===== src/rtl/eprom_prog_pkg.sv =====
package eprom_prog_pkg;

    typedef enum logic [2:0] {
        ST_IDLE,
        ST_FETCH,
        ST_SETUP,
        ST_PULSE,
        ST_HOLD,
        ST_READ
    } seq_state_e;

    // Phase code doubles as the supply level request while busy.
    typedef enum logic [1:0] {
        PH_BLANK = 2'b00,
        PH_PROG  = 2'b01,
        PH_MHI   = 2'b10,
        PH_MLO   = 2'b11
    } seq_phase_e;

    function automatic int at_least_one(input int v);
        return (v < 1) ? 1 : v;
    endfunction

    function automatic int max_of(input int a, input int b);
        return (a > b) ? a : b;
    endfunction

endpackage


===== src/rtl/eprom_delay_timer.sv =====
module eprom_delay_timer #(
    parameter int WIDTH = 16
) (
    input  logic             clk,
    input  logic             rst_n,
    input  logic             load,
    input  logic [WIDTH-1:0] load_val,
    output logic             expired
);

    logic [WIDTH-1:0] cnt_d, cnt_q;

    always_comb begin
        cnt_d = cnt_q;
        if (load) begin
            cnt_d = load_val;
        end else if (cnt_q != '0) begin
            cnt_d = cnt_q - 1'b1;
        end
    end

    always_ff @(posedge clk or negedge rst_n) begin
        if (!rst_n) begin
            cnt_q <= '0;
        end else begin
            cnt_q <= cnt_d;
        end
    end

    assign expired = (cnt_q == '0);

endmodule


===== src/rtl/eprom_pulse_tally.sv =====
module eprom_pulse_tally #(
    parameter int CAP = 20
) (
    input  logic clk,
    input  logic rst_n,
    input  logic clr,
    input  logic inc,
    output logic at_cap
);

    localparam int CNT_W = $clog2(CAP + 1);
    localparam logic [CNT_W-1:0] CAP_V = CNT_W'(CAP);

    logic [CNT_W-1:0] cnt_d, cnt_q;

    always_comb begin
        cnt_d = cnt_q;
        if (clr) begin
            cnt_d = '0;
        end else if (inc && (cnt_q != CAP_V)) begin
            cnt_d = cnt_q + 1'b1;
        end
    end

    always_ff @(posedge clk or negedge rst_n) begin
        if (!rst_n) begin
            cnt_q <= '0;
        end else begin
            cnt_q <= cnt_d;
        end
    end

    assign at_cap = (cnt_q == CAP_V);

endmodule


===== src/rtl/eprom_byte_judge.sv =====
module eprom_byte_judge #(
    parameter int DATA_W = 8
) (
    input  logic              want_erased,
    input  logic [DATA_W-1:0] target,
    input  logic [DATA_W-1:0] seen,
    output logic              match,
    output logic              stuck
);

    logic [DATA_W-1:0] expect_v;

    always_comb begin
        expect_v = want_erased ? {DATA_W{1'b1}} : target;
        match    = (seen == expect_v);
        // A wanted 1 over a stored 0 can never be repaired by more pulses.
        stuck    = |(expect_v & ~seen);
    end

endmodule


===== src/rtl/eprom_prog_seq.sv =====
module eprom_prog_seq
    import eprom_prog_pkg::*;
#(
    parameter int CLK_HZ     = 50_000_000,
    parameter int ADDR_W     = 13,
    parameter int DATA_W     = 8,
    parameter int PULSE_US   = 100,
    parameter int SETUP_US   = 2,
    parameter int HOLD_US    = 2,
    parameter int READ_US    = 2,
    parameter int MAX_PULSES = 20
) (
    input  logic              clk,
    input  logic              rst_n,
    input  logic              start,
    output logic [ADDR_W-1:0] img_addr,
    input  logic [DATA_W-1:0] img_data,
    output logic [ADDR_W-1:0] ep_addr,
    output logic [DATA_W-1:0] ep_din,
    input  logic [DATA_W-1:0] ep_dout,
    output logic              ep_ce_n,
    output logic              ep_oe_n,
    output logic              ep_pgm_n,
    output logic [1:0]        supply_sel,
    output logic              busy,
    output logic              done,
    output logic              fail,
    output logic              not_blank,
    output logic [ADDR_W-1:0] fail_addr
);

    localparam int CYC_PER_US = CLK_HZ / 1_000_000;
    localparam int PULSE_CYC  = at_least_one(PULSE_US * CYC_PER_US);
    localparam int SETUP_CYC  = at_least_one(SETUP_US * CYC_PER_US);
    localparam int HOLD_CYC   = at_least_one(HOLD_US * CYC_PER_US);
    localparam int READ_CYC   = at_least_one(READ_US * CYC_PER_US);
    localparam int FETCH_CYC  = 2;
    localparam int LONGEST    = max_of(max_of(PULSE_CYC, SETUP_CYC),
                                       max_of(HOLD_CYC, READ_CYC));
    localparam int TMR_W      = $clog2(LONGEST + 1);
    localparam logic [ADDR_W-1:0] LAST_ADDR = {ADDR_W{1'b1}};

    localparam logic [TMR_W-1:0] T_FETCH = TMR_W'(FETCH_CYC - 1);
    localparam logic [TMR_W-1:0] T_SETUP = TMR_W'(SETUP_CYC - 1);
    localparam logic [TMR_W-1:0] T_PULSE = TMR_W'(PULSE_CYC - 1);
    localparam logic [TMR_W-1:0] T_HOLD  = TMR_W'(HOLD_CYC - 1);
    localparam logic [TMR_W-1:0] T_READ  = TMR_W'(READ_CYC - 1);

    typedef struct packed {
        seq_state_e        state;
        seq_phase_e        phase;
        logic [ADDR_W-1:0] addr;
        logic [DATA_W-1:0] tgt;
        logic              done;
        logic              fail;
        logic              blank_err;
        logic [ADDR_W-1:0] fail_addr;
    } seq_regs_t;

    seq_regs_t r_d, r_q;

    logic             tmr_load;
    logic [TMR_W-1:0] tmr_val;
    logic             tmr_zero;
    logic             tally_clr;
    logic             tally_inc;
    logic             tally_full;
    logic             byte_ok;
    logic             byte_stuck;
    logic             advance;

    eprom_delay_timer #(.WIDTH(TMR_W)) u_timer (
        .clk      (clk),
        .rst_n    (rst_n),
        .load     (tmr_load),
        .load_val (tmr_val),
        .expired  (tmr_zero)
    );

    eprom_pulse_tally #(.CAP(MAX_PULSES)) u_tally (
        .clk    (clk),
        .rst_n  (rst_n),
        .clr    (tally_clr),
        .inc    (tally_inc),
        .at_cap (tally_full)
    );

    eprom_byte_judge #(.DATA_W(DATA_W)) u_judge (
        .want_erased (r_q.phase == PH_BLANK),
        .target      (r_q.tgt),
        .seen        (ep_dout),
        .match       (byte_ok),
        .stuck       (byte_stuck)
    );

    always_comb begin
        r_d       = r_q;
        tmr_load  = 1'b0;
        tmr_val   = '0;
        tally_clr = 1'b0;
        tally_inc = 1'b0;
        advance   = 1'b0;

        unique case (r_q.state)
            ST_IDLE: begin
                if (start) begin
                    r_d.state     = ST_FETCH;
                    r_d.phase     = PH_BLANK;
                    r_d.addr      = '0;
                    r_d.done      = 1'b0;
                    r_d.fail      = 1'b0;
                    r_d.blank_err = 1'b0;
                    r_d.fail_addr = '0;
                    tmr_load      = 1'b1;
                    tmr_val       = T_FETCH;
                    tally_clr     = 1'b1;
                end
            end

            ST_FETCH: begin
                if (tmr_zero) begin
                    r_d.tgt  = img_data;
                    tmr_load = 1'b1;
                    if (r_q.phase == PH_PROG) begin
                        r_d.state = ST_SETUP;
                        tmr_val   = T_SETUP;
                    end else begin
                        r_d.state = ST_READ;
                        tmr_val   = T_READ;
                    end
                end
            end

            ST_SETUP: begin
                if (tmr_zero) begin
                    r_d.state = ST_PULSE;
                    tmr_load  = 1'b1;
                    tmr_val   = T_PULSE;
                end
            end

            ST_PULSE: begin
                if (tmr_zero) begin
                    r_d.state = ST_HOLD;
                    tmr_load  = 1'b1;
                    tmr_val   = T_HOLD;
                    tally_inc = 1'b1;
                end
            end

            ST_HOLD: begin
                if (tmr_zero) begin
                    r_d.state = ST_READ;
                    tmr_load  = 1'b1;
                    tmr_val   = T_READ;
                end
            end

            ST_READ: begin
                if (tmr_zero) begin
                    unique case (r_q.phase)
                        PH_BLANK: begin
                            if (!byte_ok) begin
                                r_d.state     = ST_IDLE;
                                r_d.blank_err = 1'b1;
                                r_d.fail_addr = r_q.addr;
                            end else begin
                                advance = 1'b1;
                            end
                        end
                        PH_PROG: begin
                            if (byte_ok) begin
                                advance = 1'b1;
                            end else if (byte_stuck || tally_full) begin
                                r_d.state     = ST_IDLE;
                                r_d.fail      = 1'b1;
                                r_d.fail_addr = r_q.addr;
                            end else begin
                                r_d.state = ST_SETUP;
                                tmr_load  = 1'b1;
                                tmr_val   = T_SETUP;
                            end
                        end
                        default: begin
                            if (!byte_ok) begin
                                r_d.state     = ST_IDLE;
                                r_d.fail      = 1'b1;
                                r_d.fail_addr = r_q.addr;
                            end else begin
                                advance = 1'b1;
                            end
                        end
                    endcase

                    if (advance) begin
                        r_d.state = ST_FETCH;
                        tmr_load  = 1'b1;
                        tmr_val   = T_FETCH;
                        tally_clr = 1'b1;
                        if (r_q.addr == LAST_ADDR) begin
                            r_d.addr = '0;
                            if (r_q.phase == PH_MLO) begin
                                r_d.state = ST_IDLE;
                                r_d.done  = 1'b1;
                                tmr_load  = 1'b0;
                            end else begin
                                r_d.phase = seq_phase_e'(r_q.phase + 2'd1);
                            end
                        end else begin
                            r_d.addr = r_q.addr + 1'b1;
                        end
                    end
                end
            end

            default: begin
                r_d.state = ST_IDLE;
            end
        endcase
    end

    always_ff @(posedge clk or negedge rst_n) begin
        if (!rst_n) begin
            r_q <= '{state: ST_IDLE, phase: PH_BLANK, default: '0};
        end else begin
            r_q <= r_d;
        end
    end

    assign busy       = (r_q.state != ST_IDLE);
    assign ep_ce_n    = !busy;
    assign ep_oe_n    = (r_q.state != ST_READ);
    assign ep_pgm_n   = (r_q.state != ST_PULSE);
    assign supply_sel = busy ? r_q.phase : PH_BLANK;
    assign ep_addr    = r_q.addr;
    assign img_addr   = r_q.addr;
    assign ep_din     = r_q.tgt;
    assign done       = r_q.done;
    assign fail       = r_q.fail;
    assign not_blank  = r_q.blank_err;
    assign fail_addr  = r_q.fail_addr;

endmodule


===== config.mk =====
export PLATFORM = sky130hd
export DESIGN_NAME = eprom_prog_seq
export DESIGN_NICKNAME = d
export VERILOG_FILES = /design/src/rtl/eprom_prog_pkg.sv /design/src/rtl/eprom_delay_timer.sv /design/src/rtl/eprom_pulse_tally.sv /design/src/rtl/eprom_byte_judge.sv /design/src/rtl/eprom_prog_seq.sv
export SDC_FILE = /design/constraint.sdc
export NUM_CORES = 1
export LEC_CHECK = 0
export BUFFER_PORTS_ARGS = -buffer_cell sky130_fd_sc_hd__buf_4
export CORE_MARGIN = 4
export CORE_UTILIZATION = 28
export DETAILED_ROUTE_END_ITERATION = 6
export PLACE_DENSITY = 0.45
export SETUP_SLACK_MARGIN = 0.1
export SLEW_MARGIN = 10
export SYNTH_ARGS = -nofsm -noshare
export SYNTH_HDL_FRONTEND = slang
export SYNTH_SLANG_ARGS = --single-unit

===== constraint.sdc =====
create_clock -name clk -period 7.2 [get_ports clk]
set_clock_uncertainty 0.15 [all_clocks]
set_input_delay 0.36 -clock clk [delete_from_list [all_inputs] [get_ports clk]]
set_output_delay 0.36 -clock clk [all_outputs]
set_load 0.01 [all_outputs]

==> reports/results.ini, run 1 <==
[worst_setup_path]
cpMaxStageDelayCell = a21oi_2
path_depth = 9
critPathLaunchType = flip-flop
required_ns = 7.30
slowest_delay_ns = 0.80
endpoint_kind = flip-flop
critPathMostFrequentCell = ha_1
rr_worst_depth = 9
path_class = flip-flop to flip-flop
cp.arrival_ns = 3.57
path_cells = inv_1 > ha_1 > or2_2 > ha_1 > and4_1 > nand3_1 > o21ai_0 > a21oi_2 > mux2i_1
crit_fanout = 14
path_buf_inv = 1
crit_family = compound AO/OA/AOI/OAI gates

[clocking]
h-tree-depth = 3
postCtsSetupBuffers = 0
clk_latency_ns = 0.33
clkTransAtPathRegs_ns = 0.05
cts_tree = done
cts_made_buffers = 9
cts_resized = 0
root_buffer = clkbuf_16
cts.sinks = 60
cts_max_path_buffers = 2
postCtsHoldBufs = 0

[die]
fp-row-count = 42
die_x_um = 125.1
coreArea_mm2 = 0.01335
io_pins = 75
initial_core_util_pct = 28.75
fp.dieH_um = 125.1
die-area_mm2 = 0.01564

[layout]
layout.nets = 468
nFillCells = 1399
final_cells = 615
synthToLayoutAreaGrowth_pct = 17.38
drive_gt1_share_pct = 28.93
antenna_cells = 0
utilization_pct = 33.75

[global_routing]
antenna_found_initial = 0
busiest_layer = met2
grtUsageMet3_pct = 4.136
gr-total-overflow = 0
grt_pass1_wl_um = 15580
grt.total_usage_pct = 12.35
met1_usage_pct = 16.65
grt_max_degree = 61
first_global_vias = 2918
met2_usage_pct = 18.73

[synth]
synth_area_mm2 = 0.003837
ys_seq_area_share_pct = 39.13
synth_commonest_cells = dfrtp_1 (60), buf_4 (49), inv_1 (34), nand2_1 (34), nor2_1 (32)
synthFlopType = dfrtp_1
synthArstFlopShare_pct = 100.0
synth_edf_count = 0
ys_types = 63
synth_seq_cells = 60
synth_area_leaders = dfrtp_1 (39%), buf_4 (9.6%), ha_1 (4.9%)
synth_most_common_cell = dfrtp_1
synth_cells = 406
yosysTopAreaCellShare_pct = 39.13
synth_warnings = 0
synthesis.nets = 440
synth_top_area_cell = dfrtp_1
syn_avg_cell_area_um2 = 9.452

[sta]
finalWorstSetupSlack_ns = 3.729
max_freq_mhz = 288.1
worstMarginPinSlew_ns = 1.058
final.setup.tns_ns = 0
rsz0062_at_grt = false
whs_ns = -0.04062
setup_violations = 0
finalHoldViolCount = 37
fin_crit_sh_pct = 48.21
fin_crit_ns = 3.471
maxSlewViolCount = 0
max_slew_margin_pct = 28.69

[hold_path]
min_path_type = input port to async pin

[run_status]
violations = negative hold slack
status = complete, but fails checks

[route]
via_count = 2930
antenna_left = 0
drt-total-wl_um = 9215
via_per_inst = 4.764
drt_iter0_drc = 120
wire_per_inst_um = 14.98
drc = 0
dr.pass1.iters = 4

[placed_design]
dp_slack_ns = 3.728
dp_cells = 599
dp_hpwl_um = 6699
port_buffers = 74
gp_congestion = 0.7311

[power_and_ir_drop]
vdd_drop_max_mv = 0.08539
p_leak_nw = 2.054
power-per-cell-area_mw_per_mm2 = 180.6

[job]
maxCapViolCount = 0

==> logic make-up after synthesis <==
logic type / after synthesis / synth area share [%]
AOI/OAI and AO/OA: 53 / 9.489
xor gates and xnor gates: 14 / 3.195
adders and majority gates: 15 / 4.891
buffers and inverters: 91 / 14.05
DFF: 60 / 39.13
muxes: 27 / 7.401
and+or+nand+nor: 146 / 21.85
==> power by group <==
part | total [mW] | switching, mW | internal, mW
Combinational | 0.0341 | 0.0176 | 0.0166
Sequential | 0.343 | 0.00279 | 0.340
Clock | 0.437 | 0.160 | 0.276
Total | 0.814 | 0.181 | 0.633
==> stage by stage <==
| stage | cell area, µm² | power, mW |
|---|---|---|
| floorplan | 3837 | 0.3645 |
| global placement | 4202 | 0.3838 |
| detailed placement | 4202 | 0.3842 |
| CTS | 4504 | 0.8303 |
| global route | 4504 | 0.8480 |
| finish | 4504 | 0.8136 |
==> layer usage <==
layer / vias to the layer above / wire length (µm) / share of wire (%)
li1: 1407 / - / -
met4: 0 / 136 / 1.5
met2: 96 / 4061 / 44
met1: 1413 / 4445 / 48
met3: 14 / 571 / 6.2
met5: - / 0 / 0
==> final timing paths <==
check / slack, ns / startpoint / end
min in group clk: 0.11 / img_data[4] / ep_din[4]
worst max-delay path: 3.73 / r_q[37] / fail_addr[2]
worst min-delay path: -0.04 / rst_n / fail_addr[10]
worst min register to register: 0.37 / fail_addr[2] / fail_addr[2]
worst max register to register: 3.73 / r_q[37] / fail_addr[2]
max in group asynchronous: 6.38 / rst_n / not_blank
==> flip-flops by register name (all words and copies together) (netlist names) <==
register,cells
ep_addr,13
fail_addr,13
u_timer.cnt_q,13
ep_din,8
r_q,5
u_tally.cnt_q,5
done,1
fail,1
not_blank,1
==> cell type report <==
type                    instances  area, µm²  area share (%)
inverters                      34      127.6           2.833
clock buffers                  10      239.0           5.306
clock inverters                 6      63.81           1.417
multi-input cells             255       1797           39.89
flip-flops and latches         60       1501           33.33
repair buffers                 74      555.5           12.33
well taps                     176      220.2           4.889
==> worst reg2reg max path, cell delays in order (launching register included) <==
cell and delay, ns:
dfrtp_1 0.42, inv_1 0.09, ha_1 0.31, or2_2 0.33, ha_1 0.28, and4_1 0.22, nand3_1 0.31, o21ai_0 0.20
a21oi_2 0.80, mux2i_1 0.28
==> layout by cell type (no fill, tap or decap), types with 3 or more instances in the layout <==
cell       netlist  final
o21ai_0         21     21
nor2_1          32     32
and2_1           4      4
dfrtp_1         60     60
a21oi_1          7      7
buf_4           49     74
nand2b_1         3      3
nand3_1         10     10
nand4_1          7      7
inv_1           34     34
xnor2_1          9      9
mux2i_1         16     16
nand2_1         34     34
nor4_1           3      3
clkbuf_16        0      9
ha_1            15     15
or3_1            5      5
or2_2           10     10
and4_1           5      5
nor3_1          10     10
mux2_2          11     11
xor2_1           5      5
Note: power is estimated with default switching activity, not from simulation.
==> run 2, diff against run 1 <==
- PLACE_DENSITY: 0.45 -> 0.47
- clock period: 7.2 -> 3 ns (I/O delays scaled with it)
==> run 2 against run 1 <==
The flow now finishes without violations. Global-route usage up 0.11 points. Worst setup slack worse by 3.4 ns. Fmax grew 28%. Via count is 0.48% lower. Register-to-register slack worse by 3.4 ns. Sequential share of layout area fell by 1.7 points. Utilization is 1.8 points higher. Combinational power grew to 2.7 times the previous value. Final cell count increased by 4.2%. Count of clock-buffer cells in the layout rose by 2.
==> reports/results.ini, run 2 (synthesized netlist as in run 1, its figures left out) <==
[power_and_ir_drop]
total_power_mw = 1.968  ; +140%
combPwrFrac_pct = 4.7  ; +0.5 points
vdd_drop_max_mv = 0.3123  ; +270%
power_frac_clock_pct = 53.5  ; -0.2 points
p_sw_share_pct = 21.31  ; -0.91 points
p_leak_nw = 2.186  ; +6.4%
switchingPower_uw = 419.3  ; +130%
power-per-cell-area_mw_per_mm2 = 414.7  ; +130%
p_seq_share_pct = 41.8  ; -0.3 points
intPower_mw = 1.549  ; +140%

[route]
via_per_inst = 4.549  ; -4.5%
wire_per_inst_um = 14.67  ; -2.1%
drt_iter0_drc = 117  ; -2.5%
drt-total-wl_um = 9405  ; +2.1%
dr.pass1.iters = 4  ; unchanged
antenna_left = 0  ; unchanged
via_count = 2916  ; -0.48%
drc = 0  ; unchanged

[sta]
worstMarginPinSlew_ns = 0.8192  ; -0.2393 ns
setup_violations = 0  ; unchanged
fin_crit_sh_pct = 90.38  ; +42 points
finalHoldViolCount = 0  ; -100%
final.setup.tns_ns = 0  ; unchanged
maxSlewViolCount = 0  ; unchanged
max_freq_mhz = 368.8  ; +28%
fin_crit_ns = 2.711  ; -0.7596 ns
max_slew_margin_pct = 45.38  ; +17 points
rsz0062_at_grt = false

[worst_setup_path]
endpoint_kind = flip-flop
required_ns = 3.10  ; -4.20 ns
path_class = flip-flop to flip-flop
crit_fanout = 11  ; -3
cp.arrival_ns = 2.81  ; -0.76 ns
critPathLaunchType = flip-flop

[global_routing]
gr-total-overflow = 0  ; unchanged
antenna_found_initial = 0  ; unchanged
grt.total_usage_pct = 12.46  ; +0.11 points
grt_max_degree = 61  ; unchanged
first_global_vias = 3011  ; +3.2%
grt_pass1_wl_um = 15910  ; +2.1%

[clocking]
cts_tree = done
cts_made_buffers = 9  ; unchanged
root_buffer = clkbuf_16
clkTransAtPathRegs_ns = 0.05  ; about the same
clk_latency_ns = 0.33  ; about the same
h-tree-depth = 3  ; unchanged
cts.sinks = 60  ; unchanged
cts_max_path_buffers = 2  ; unchanged

[placed_design]
gp_congestion = 0.7733  ; +5.8%
port_buffers = 74  ; unchanged
dp_cells = 615  ; +2.7%
dp_hpwl_um = 6995  ; +4.4%

[hold_path]
min_path_type = input port to flip-flop

[layout]
layout_common_cells = buf_4 (90), dfrtp_1 (60), inv_1 (34), nand2_1 (34), nor2_1 (31)
synthToLayoutAreaGrowth_pct = 23.67
antenna_cells = 0  ; unchanged
layout.nets = 494  ; +5.6%
drive_gt1_share_pct = 31.40  ; +2.5 points
final_cells = 641  ; +4.2%
final_common_cell = buf_4

[die]
io_pins = 75  ; unchanged
die_x_um = 125.1  ; unchanged
die-area_mm2 = 0.01564  ; unchanged
fp-row-count = 42  ; unchanged
initial_core_util_pct = 28.75  ; unchanged
coreArea_mm2 = 0.01335  ; unchanged
fp.dieH_um = 125.1  ; unchanged

[run_status]
status = finished, final reports clean

[job]
maxCapViolCount = 0  ; unchanged

==> run 2: routing by layer <==
layer / global-route usage (%) / wire length, µm / vias up
met4: 2.679 / 75 / 0
met2: 18.98 / 4109 / 76
met5: 0 / 0 / -
met1: 17.16 / 4683 / 1369
li1: - / - / 1464
met3: 4.392 / 536 / 7
==> run 2: worst max-delay path, stage by stage (launching register included) <==
cell and delay (ns):
dfrtp_1 0.34, inv_1 0.08, ha_2 0.24, or2_2 0.31, ha_1 0.29, nand4_1 0.18, o21ai_1 0.28, o21ai_0 0.12
buf_4 0.18, or3_1 0.31, a21oi_1 0.15
==> run 2: final cells by class <==
cell class / count / area (µm²)
clock buffers: 12 / 256.5
fillers: 1387 / 8602
well taps: 176 / 220.2
inverters: 34 / 127.6
repair buffers: 100 / 785.8
multi-input cells: 255 / 1807
clock inverters: 4 / 47.55
flip-flops and latches: 60 / 1501
==> run 2: final timing paths <==
check,from,endpoint,slack (ns),depth (start not counted)
max in group asynchronous,rst_n,ep_din[2],1.85,2
worst min register to register,fail_addr[8],fail_addr[8],0.37,2
worst max register to register,r_q[38],ep_addr[4],0.29,10
min in group asynchronous,rst_n,fail_addr[10],0.31,2
worst max-delay path,r_q[38],ep_addr[4],0.29,10
worst min-delay path,start,r_q[39],0.17,5
==> run 2: repair_timing <==
| item | CTS | global route |
|---|---|---|
| gates resized for setup | 2 | 2 |
| buffers inserted | 0 | 1 |
| endpoints found under the setup margin | 2 | 6 |
| hold endpoints to repair | 68 | 0 |
| hold buffers | 9 | 0 |
==> run 2: through the flow <==
step | cell area [µm²] | worst slack [ns] | utilization [%] | hold WS, ns
floorplan | 3837 | 0.2933 | - | -0.2956
global placement | 4334 | 0.1749 | 32.47 | 0.1616
detailed placement | 4334 | 0.02318 | 32.47 | 0.1578
CTS | 4731 | 0.1534 | 35.44 | 0.1558
global route | 4746 | 0.1219 | 35.55 | 0.2187
finish | 4746 | 0.2887 | 35.55 | 0.1676
==> run 2: power groups by stage <==
stage | clock (mW) | combinational (mW) | sequential (mW)
2_1_floorplan | 0 | 0.0414 | 0.833
3_3_place_gp | 0 | 0.0841 | 0.837
3_5_place_dp | 0 | 0.0848 | 0.837
4_1_cts | 1.09 | 0.0947 | 0.823
5_1_grt | 1.13 | 0.105 | 0.823
6_report | 1.05 | 0.0922 | 0.823
